[src/rtl/msr_wr_pkg.sv]
package msr_wr_pkg;

    typedef enum logic [1:0] {
        OUT_DONE = 2'b00,
        OUT_GPF  = 2'b01,
        OUT_ICPT = 2'b10
    } outcome_e;

    typedef enum logic {
        ST_IDLE = 1'b0,
        ST_WAIT = 1'b1
    } ctl_state_e;

    localparam int unsigned DATA_W = 64;

endpackage

[src/rtl/msr_index_decode.sv]
module msr_index_decode #(
    parameter int unsigned NUM_GEN   = 8,
    parameter int unsigned NUM_MTRR  = 4,
    parameter logic [31:0] GEN_BASE  = 32'h0000_0100,
    parameter logic [31:0] MTRR_BASE = 32'h0000_0200,
    localparam int unsigned NUM_SLOTS = NUM_GEN + NUM_MTRR,
    localparam int unsigned SLOT_W    = $clog2(NUM_SLOTS)
) (
    input  logic [31:0]       index,
    output logic              hit,
    output logic              is_mtrr,
    output logic [SLOT_W-1:0] slot
);

    logic [NUM_SLOTS-1:0] match;

    for (genvar g = 0; g < NUM_SLOTS; g++) begin : g_slot
        if (g < NUM_GEN) begin : g_gen
            assign match[g] = (index == GEN_BASE + 32'(g));
        end else begin : g_mtrr
            assign match[g] = (index == MTRR_BASE + 32'(g - NUM_GEN));
        end
    end

    always_comb begin
        slot = '0;
        for (int i = 0; i < NUM_SLOTS; i++) begin
            if (match[i]) slot = SLOT_W'(i);
        end
    end

    assign hit     = |match;
    assign is_mtrr = |match[NUM_SLOTS-1:NUM_GEN];

    // at most one implemented slot matches any index
    always_comb begin
        unique_match_chk: assert ($onehot0(match));
    end

endmodule

[src/rtl/msr_reg_bank.sv]
module msr_reg_bank #(
    parameter int unsigned NUM_SLOTS = 12,
    localparam int unsigned SLOT_W   = $clog2(NUM_SLOTS),
    localparam int unsigned DW       = msr_wr_pkg::DATA_W
) (
    input  logic                    clk,
    input  logic                    rst_n,
    input  logic                    wr_en,
    input  logic [SLOT_W-1:0]       wr_slot,
    input  logic [DW-1:0]           wr_data,
    output logic [NUM_SLOTS*DW-1:0] contents
);

    logic [DW-1:0] regs_d [NUM_SLOTS];
    logic [DW-1:0] regs_q [NUM_SLOTS];

    always_comb begin
        for (int i = 0; i < NUM_SLOTS; i++) begin
            regs_d[i] = regs_q[i];
            if (wr_en && (wr_slot == SLOT_W'(i))) regs_d[i] = wr_data;
        end
    end

    always_ff @(posedge clk or negedge rst_n) begin
        if (!rst_n) begin
            for (int i = 0; i < NUM_SLOTS; i++) begin
                regs_q[i] <= {32'h5A00_0000 + 32'(i), 32'h0000_0F00 + 32'(i)};
            end
        end else begin
            for (int i = 0; i < NUM_SLOTS; i++) begin
                regs_q[i] <= regs_d[i];
            end
        end
    end

    for (genvar g = 0; g < NUM_SLOTS; g++) begin : g_out
        assign contents[g*DW +: DW] = regs_q[g];
    end

    // bank holds its value unless a write strobe was given
    hold_chk: assert property (@(posedge clk) disable iff (!rst_n)
        !$past(wr_en) |-> $stable(contents));

endmodule

[src/rtl/msr_write_ctl.sv]
module msr_write_ctl
    import msr_wr_pkg::*;
#(
    parameter int unsigned NUM_GEN   = 8,
    parameter int unsigned NUM_MTRR  = 4,
    parameter logic [31:0] GEN_BASE  = 32'h0000_0100,
    parameter logic [31:0] MTRR_BASE = 32'h0000_0200,
    localparam int unsigned NUM_SLOTS = NUM_GEN + NUM_MTRR,
    localparam int unsigned SLOT_W    = $clog2(NUM_SLOTS),
    localparam int unsigned DW        = msr_wr_pkg::DATA_W
) (
    input  logic                    clk,
    input  logic                    rst_n,
    input  logic                    req_valid,
    output logic                    req_ready,
    input  logic [31:0]             req_index,
    input  logic [31:0]             req_hi,
    input  logic [31:0]             req_lo,
    input  logic [1:0]              cur_priv,
    input  logic                    real_mode,
    input  logic                    icpt_mode,
    input  logic                    pipe_idle,
    output logic                    rsp_valid,
    output logic [1:0]              rsp_kind,
    output logic                    tlb_flush_all,
    output logic [NUM_SLOTS*DW-1:0] reg_state
);

    typedef struct packed {
        ctl_state_e        state;
        logic [SLOT_W-1:0] slot;
        logic [DW-1:0]     data;
        logic              mtrr;
        logic              rsp_valid;
        outcome_e          kind;
        logic              tlb;
    } ctl_t;

    ctl_t ctl_d, ctl_q;

    logic              dec_hit;
    logic              dec_mtrr;
    logic [SLOT_W-1:0] dec_slot;
    logic              priv_ok;
    logic              commit;

    msr_index_decode #(
        .NUM_GEN  (NUM_GEN),
        .NUM_MTRR (NUM_MTRR),
        .GEN_BASE (GEN_BASE),
        .MTRR_BASE(MTRR_BASE)
    ) u_dec (
        .index  (req_index),
        .hit    (dec_hit),
        .is_mtrr(dec_mtrr),
        .slot   (dec_slot)
    );

    assign priv_ok = (cur_priv == 2'd0) || real_mode;
    assign commit  = (ctl_q.state == ST_WAIT) && pipe_idle;

    always_comb begin
        ctl_d           = ctl_q;
        ctl_d.rsp_valid = 1'b0;
        ctl_d.tlb       = 1'b0;
        unique case (ctl_q.state)
            ST_IDLE: begin
                if (req_valid) begin
                    if (icpt_mode) begin
                        ctl_d.rsp_valid = 1'b1;
                        ctl_d.kind      = OUT_ICPT;
                    end else if (!priv_ok || !dec_hit) begin
                        ctl_d.rsp_valid = 1'b1;
                        ctl_d.kind      = OUT_GPF;
                    end else begin
                        ctl_d.state = ST_WAIT;
                        ctl_d.slot  = dec_slot;
                        ctl_d.data  = {req_hi, req_lo};
                        ctl_d.mtrr  = dec_mtrr;
                    end
                end
            end
            ST_WAIT: begin
                if (pipe_idle) begin
                    ctl_d.state     = ST_IDLE;
                    ctl_d.rsp_valid = 1'b1;
                    ctl_d.kind      = OUT_DONE;
                    ctl_d.tlb       = ctl_q.mtrr;
                end
            end
            default: ctl_d.state = ST_IDLE;
        endcase
    end

    always_ff @(posedge clk or negedge rst_n) begin
        if (!rst_n) begin
            ctl_q <= '{state: ST_IDLE, slot: '0, data: '0, mtrr: 1'b0,
                       rsp_valid: 1'b0, kind: OUT_DONE, tlb: 1'b0};
        end else begin
            ctl_q <= ctl_d;
        end
    end

    msr_reg_bank #(
        .NUM_SLOTS(NUM_SLOTS)
    ) u_bank (
        .clk     (clk),
        .rst_n   (rst_n),
        .wr_en   (commit),
        .wr_slot (ctl_q.slot),
        .wr_data (ctl_q.data),
        .contents(reg_state)
    );

    assign req_ready     = (ctl_q.state == ST_IDLE);
    assign rsp_valid     = ctl_q.rsp_valid;
    assign rsp_kind      = ctl_q.kind;
    assign tlb_flush_all = ctl_q.tlb;


    serialize_chk: assert property (@(posedge clk) disable iff (!rst_n)
        (rsp_valid && rsp_kind == OUT_DONE) |-> $past(pipe_idle));


    icpt_first_chk: assert property (@(posedge clk) disable iff (!rst_n)
        $past(req_valid && req_ready && icpt_mode) |-> (rsp_valid && rsp_kind == OUT_ICPT));


    no_change_on_fault_chk: assert property (@(posedge clk) disable iff (!rst_n)
        (rsp_valid && rsp_kind != OUT_DONE) |-> $stable(reg_state));


    flush_done_chk: assert property (@(posedge clk) disable iff (!rst_n)
        tlb_flush_all |-> (rsp_valid && rsp_kind == OUT_DONE));


    flush_pulse_chk: assert property (@(posedge clk) disable iff (!rst_n)
        tlb_flush_all |=> !tlb_flush_all);


    kind_legal_chk: assert property (@(posedge clk) disable iff (!rst_n)
        rsp_valid |-> (rsp_kind != 2'b11));

endmodule

[config.mk]
export PLATFORM = sky130hd
export DESIGN_NAME = msr_write_ctl
export DESIGN_NICKNAME = d
export VERILOG_FILES = /design/src/rtl/msr_wr_pkg.sv /design/src/rtl/msr_index_decode.sv /design/src/rtl/msr_reg_bank.sv /design/src/rtl/msr_write_ctl.sv
export SDC_FILE = /design/constraint.sdc
export NUM_CORES = 1
export LEC_CHECK = 0
export BUFFER_PORTS_ARGS = -buffer_cell sky130_fd_sc_hd__buf_4
export CAP_MARGIN = 20
export CELL_PAD_IN_SITES_DETAIL_PLACEMENT = 0
export CELL_PAD_IN_SITES_GLOBAL_PLACEMENT = 2
export CORE_AREA = 2 2 340 342
export CTS_BUF_LIST = sky130_fd_sc_hd__clkbuf_8
export DETAILED_ROUTE_END_ITERATION = 16
export DIE_AREA = 0 0 342 344
export PLACE_DENSITY = 0.73
export SETUP_SLACK_MARGIN = 0.1
export SLEW_MARGIN = 20
export SYNTH_ARGS = -nofsm -noshare
export SYNTH_HDL_FRONTEND = slang
export SYNTH_SLANG_ARGS = --single-unit
export TNS_END_PERCENT = 30
[constraint.sdc]
create_clock -name clk -period 5.5 [get_ports clk]
set_input_delay 0.55 -clock clk [delete_from_list [all_inputs] [get_ports clk]]
set_output_delay 0.55 -clock clk [all_outputs]
set_load 0.02 [all_outputs]
## After elaboration in Yosys (flattened, before gate mapping)

Cells that the tools add are included.
Widths: inputs -> output; s select.

- Output and inout bits: 773
- Input bits: 104
- Register bits: 842

- Eq/ne operators: 26
- Reduce and logical (&&, ||, !) cells: 23
- Bitwise operators: 3
- Muxes and demuxes: 21

Operators with widths:

| kind | number |
|---|---|
| $eq 32x9->1 const B | 8 |
| $mux 70 | 2 |
| $eq 32x10->1 const B | 4 |
| $mux 73 | 1 |
| $mux 4 | 5 |
| $mux 3 | 6 |
| $eq 4x3->1 const B | 4 |
| $eq 4x4->1 const B | 4 |
| $logic_and 1x1->1 | 13 |
| $reduce_or 12->1 | 1 |
| $eq 4x2->1 const B | 2 |
| $pmux 3 s2 | 1 |
| $eq 4x1->1 const B | 1 |
| $logic_not 4->1 | 1 |
| $mux 2 | 2 |
| $ne 2x2->1 const B | 2 |
| $reduce_and 4->1 | 1 |
| $reduce_or 4->1 | 1 |
| $mux 1 | 3 |
| $ne 3x1->1 const B | 1 |
| $not 1->1 | 3 |
| $reduce_and 3->1 | 1 |
| $logic_not 1->1 | 2 |
| $logic_not 2->1 | 1 |
| 2 further kinds | 3 |

## Longest topological paths before layout

- Depth after elaboration: 16
- Gate-level depth with buffers: 7
- Gate-level depth less buffers: 4

## Hierarchy

A second synthesis with hierarchy kept.

- Cells, all modules: 1,887
- Area, all modules: 32,190.9 µm²

Modules (own cells, without submodules):

| module | instances | cells an instance | sequential area each (µm²) | area an instance (µm²) |
|---|---|---|---|---|
| msr_reg_bank | 1 | 1,696 | 19,388.6 | 28,900.2 |
| msr_write_ctl | 1 | 171 | 1,851.8 | 3,128.0 |
| msr_index_decode | 1 | 20 | 0.0 | 162.7 |

## Worst setup path after synthesis

OpenSTA, ideal clock, no wires.

- Kind: input-to-reg
- Start point: input req_index[25]
- End point: register ctl_q[10] (netlist bit)
- Buffers on the path: 1
- Required time: 5.375 ns
- Stages on the path: 5
- Data arrival time: 2.079 ns
- Library setup time: 0.125 ns
- Path slack: 3.295 ns
- Cells stage by stage: nor4_2 > nand4_1 > nor4_4 > buf_6 > mux2_4

- Word-level cells in the longest chain between the ends: 6
- Elaborated cells on any way between the ends: 17
- Those cells by class: eq/ne (12); bitwise (1); reduce/logical (4)

RTL lines:

| item | RTL line | RTL |
|---|---|---|
| start: declaration | msr_write_ctl.sv:16 | `input logic [31:0] req_index,` |
| $eq 32x9->1 or $eq 32x10->1 (tied branches) | msr_index_decode.sv:19, msr_index_decode.sv:21 |  |
| $reduce_or 12->1 (*) | msr_index_decode.sv:32 | `assign hit = \|match;` |
| $logic_not 1->1 (*) | msr_write_ctl.sv:72 | `end else if (!priv_ok \|\| !dec_hit) begin` |
| $logic_or 1x1->1 (*) | msr_write_ctl.sv:72 |  |
| $not 1->1 (no line) (*) | n/a |  |
| $reduce_and 4->1 (no line) (*) | n/a |  |
| end signal: assignment | msr_write_ctl.sv:97 | `ctl_q <= '{state: ST_IDLE, slot: '0, data: '0, mtrr: 1'b0,` |
| end signal: assignment | msr_write_ctl.sv:100 | `ctl_q <= ctl_d;` |
| end: declaration | msr_write_ctl.sv:39 | `ctl_t ctl_d, ctl_q;` |

Mark *: on every way between the ends. The rest lies on a longest branch, timed or not.
A chain may end at the register's enable or synchronous reset.

## Final worst setup path

- Start point: register ctl_q[73] (netlist bit)
- End point: register u_bank.regs_q, in the netlist u_bank.contents[513]

- Word-level cells in the longest chain between the ends: 2

RTL lines:

| item | RTL line | RTL |
|---|---|---|
| $logic_and 1x1->1 | msr_write_ctl.sv:60 | `assign commit = (ctl_q.state == ST_WAIT) && pipe_idle;` |
| $logic_and 1x1->1 | msr_reg_bank.sv:20 | `if (wr_en && (wr_slot == SLOT_W'(i))) regs_d[i] = wr_data;` |
| end signal: indexed assignment | msr_reg_bank.sv:27 | `regs_q[i] <= {32'h5A00_0000 + 32'(i), 32'h0000_0F00 + 32'(i)};` |
| end signal: indexed assignment | msr_reg_bank.sv:31 | `regs_q[i] <= regs_d[i];` |
| end: declaration | msr_reg_bank.sv:15 | `logic [DW-1:0] regs_q [NUM_SLOTS];` |

No other way between the ends.

==> qor.yml <==
clock-sinks: 842
dp_hpwl_um: 77300
grt_pass1_vias: 21962
fin_area_sq_um: 44300
synth_area_leaders: "dfrtp_1 54%, mux2_2 24%, dfstp_2 11%"
clockBufferDepth: 3
r2r_start: "ctl_q[73]$_DFF_PN0_"
area_growth_pct: 36.4
top_layer: "met5"
syn_area_per_cell_sq_um: 17.2
final_hold_viol_count: 0
placed_area_sq_um: 40500
clk_transition_reported_paths_ns: 0.05
drt_iter0_drc: 867
drive_gt1_share_pct: 70.2
dr.pass1.iters: 4
yosysTopAreaCellShare_pct: 54.4
drc: 0
grt_pass1_wl_um: 159000
yosysSeqAreaShare_pct: 65.4
synth_seq_cells: 842
status: "finished, final reports clean"
tightest_slew_ns: 1.04
synth-xor-area-share_pct: 0
netlist_top_cells_count: "706 x dfrtp_1, 687 x mux2_2, 136 x dfstp_2"
routedLengthMet1_um: 44600
vias_per_cell: 4.50
synthArstFlopShare_pct: 100
hold_buffers: 67
fmax_ghz: 0.327
hold_ws_ns: 0.156
pwr_density_cell_nw_per_um2: 282
post_cts_resized: 0
die-area_sq_um: 118000
start_util_pct: 28.5
core_area_sq_um: 114000
synth.most_common_cell: "dfrtp_1"
wl_met3_um: 8420
grt_max_degree: 108
synth_compound_gate_area_share_pct: 0.220
peakVddDrop_v: 0.000183
ctsHtreeMaxLevel: 4
place_ws_ns: 2.23
cp-start-kind: "flip-flop"
gp_congestion: 0.796
relSlewSlack_pct: 30.8
p_leak_nw: 23.3
setup_viol: 0
nets: 2969
routed_wl_um: 113000
min-delay-start: "pipe_idle"
min_path_type: "primary input to flip-flop"
synth_area_leader_cell: "dfrtp_1"
timing.final.crit_share_pct: 55.7
critical_path_class: "flip-flop to flip-flop"
die_h_um: 344
grt_usage_pct: 18.6
syn-instance-count: 1886
synthesis.area_sq_um: 32500
vias: 20296
tns_ns: 0
required_ns: 6.19
ant_nets: 0
synth_mux_area_share_pct: 30.5
ys_types: 36
slew_violations: 0
clkLatencyLatePin_ns: 0.81
hold_depth: 3
row_count: 124
period_needed_ns: 3.06
dr_wl_met2_um: 55700
synth_top_family_by_area: "multiplexers"
skew_ns: 0.0273
r2r_slack_ns: 2.44
synthesis.nets: 1990
wl_per_cell_um: 25.0
arrival_ns: 3.75
end_kind: "flip-flop"
synth_edf_count: 0
synth_fa_ha_area_share_pct: 0
synth-simple-area-share_pct: 0.944
post_cts_buffers: 0
overflow: 0
root_buffer: "clkbuf_8"
cap_violations: 0
grt_antenna_before_repair: 8
synth_flop_cell: "dfrtp_1"
r2r_cells: 5
die_w_um: 342
crit_fanout: 34
rsz0062_at_grt: "false"
ios: 877
cts_tree: "done"
io_buffers: 876
layout_setup_ws_ns: 2.44
numCtsBuffers: 151
holdPathEnd: "ctl_q[73]$_DFF_PN0_"
yosysWarnings: 0
rr_endpoint: "u_bank.contents[513]$_DFFE_PN0P_"
[per-layer routing]
metal	up-vias	GRT usage, %
li1	8613	-
met1	10731	22.3
met2	745	31.4
met3	197	5.76
met4	10	6.90
met5	-	0
[worst max path at each step]
stage | start | endpoint | depth (start not counted)
after detailed placement | pipe_idle | u_bank.contents[513]$_DFFE_PN0P_ | 6
after global routing | ctl_q[73]$_DFF_PN0_ | u_bank.contents[513]$_DFFE_PN0P_ | 5
after global placement | req_index[17] | ctl_q[19]$_DFFE_PN0P_ | 6
final | ctl_q[73]$_DFF_PN0_ | u_bank.contents[513]$_DFFE_PN0P_ | 5
after CTS | ctl_q[73]$_DFF_PN0_ | u_bank.contents[513]$_DFFE_PN0P_ | 5
after floorplan | req_index[25] | ctl_q[10]$_DFFE_PN0P_ | 5
[placed cells by master (no fill, tap or decap), types with 3 or more instances in the layout]
master,Yosys,layout
buf_4,2,897
dfrtp_1,706,706
mux2_2,687,687
clkbuf_8,0,189
dfstp_2,136,136
mux2_4,127,127
dlygate4sd3_1,0,67
inv_1,5,63
mux2_1,21,21
clkinv_2,0,10
buf_12,7,10
diode_2,0,9
nor2_4,3,6
inv_6,0,5
bufinv_16,0,5
nor2_1,7,4
nor4_2,4,4
nand2b_1,5,3
nand2_1,4,3
nor3_1,3,3
o21ai_0,3,3
nand2b_4,1,3
mux2i_1,3,3
clkinv_8,0,3
clkinvlp_4,0,3
[logic make-up after synthesis]
group,Yosys count
buffers and inverters,155
multiplexers,838
AND/OR/NAND/NOR,41
AO/OA/AOI/OAI,10
flip-flops,842
[through the flow]
stage | cells | total power (W) | util [%]
global placement | 4156 | 0.00654 | 35.5
floorplan | 1886 | 0.00633 | -
detailed placement | 4157 | 0.00655 | 35.5
global route | 4500 | 0.0130 | 38.9
CTS | 4499 | 0.0127 | 38.9
finish | 4508 | 0.0125 | 38.9
[state kept, by name (all words and copies together), names as in the netlist]
| register | cells |
|---|---|
| rsp_kind | 2 |
| ctl_q | 70 |
| u_bank.contents | 768 |
| tlb_flush_all | 1 |
| rsp_valid | 1 |
[worst max-delay path: stages (launching register included)]
cell and delay, ns:
dfrtp_1 0.48, nand2_2 0.17, or3_1 0.33, nand2b_4 0.79, buf_4 0.67, mux2_2 0.41
[report_power, final]
part	switching (W)	internal, W	leakage [nW]
logic	0.000168	0.0000972	10.3
registers	0.00000148	0.00621	11.3
clock network	0.00268	0.00335	1.83
total	0.00285	0.00965	23.3
[cell type report]
type	count	area, sq um
Multi-Input combinational cell	889	10300
Fill cell	10819	69600
Clock inverter	86	553
Antenna cell	9	22.5
Inverter	5	18.8
Tap cell	1512	1890
Clock buffer	189	2600
Sequential cell	842	21200
Timing Repair Buffer	976	7650
Note: power is estimated with default switching activity, not from simulation.
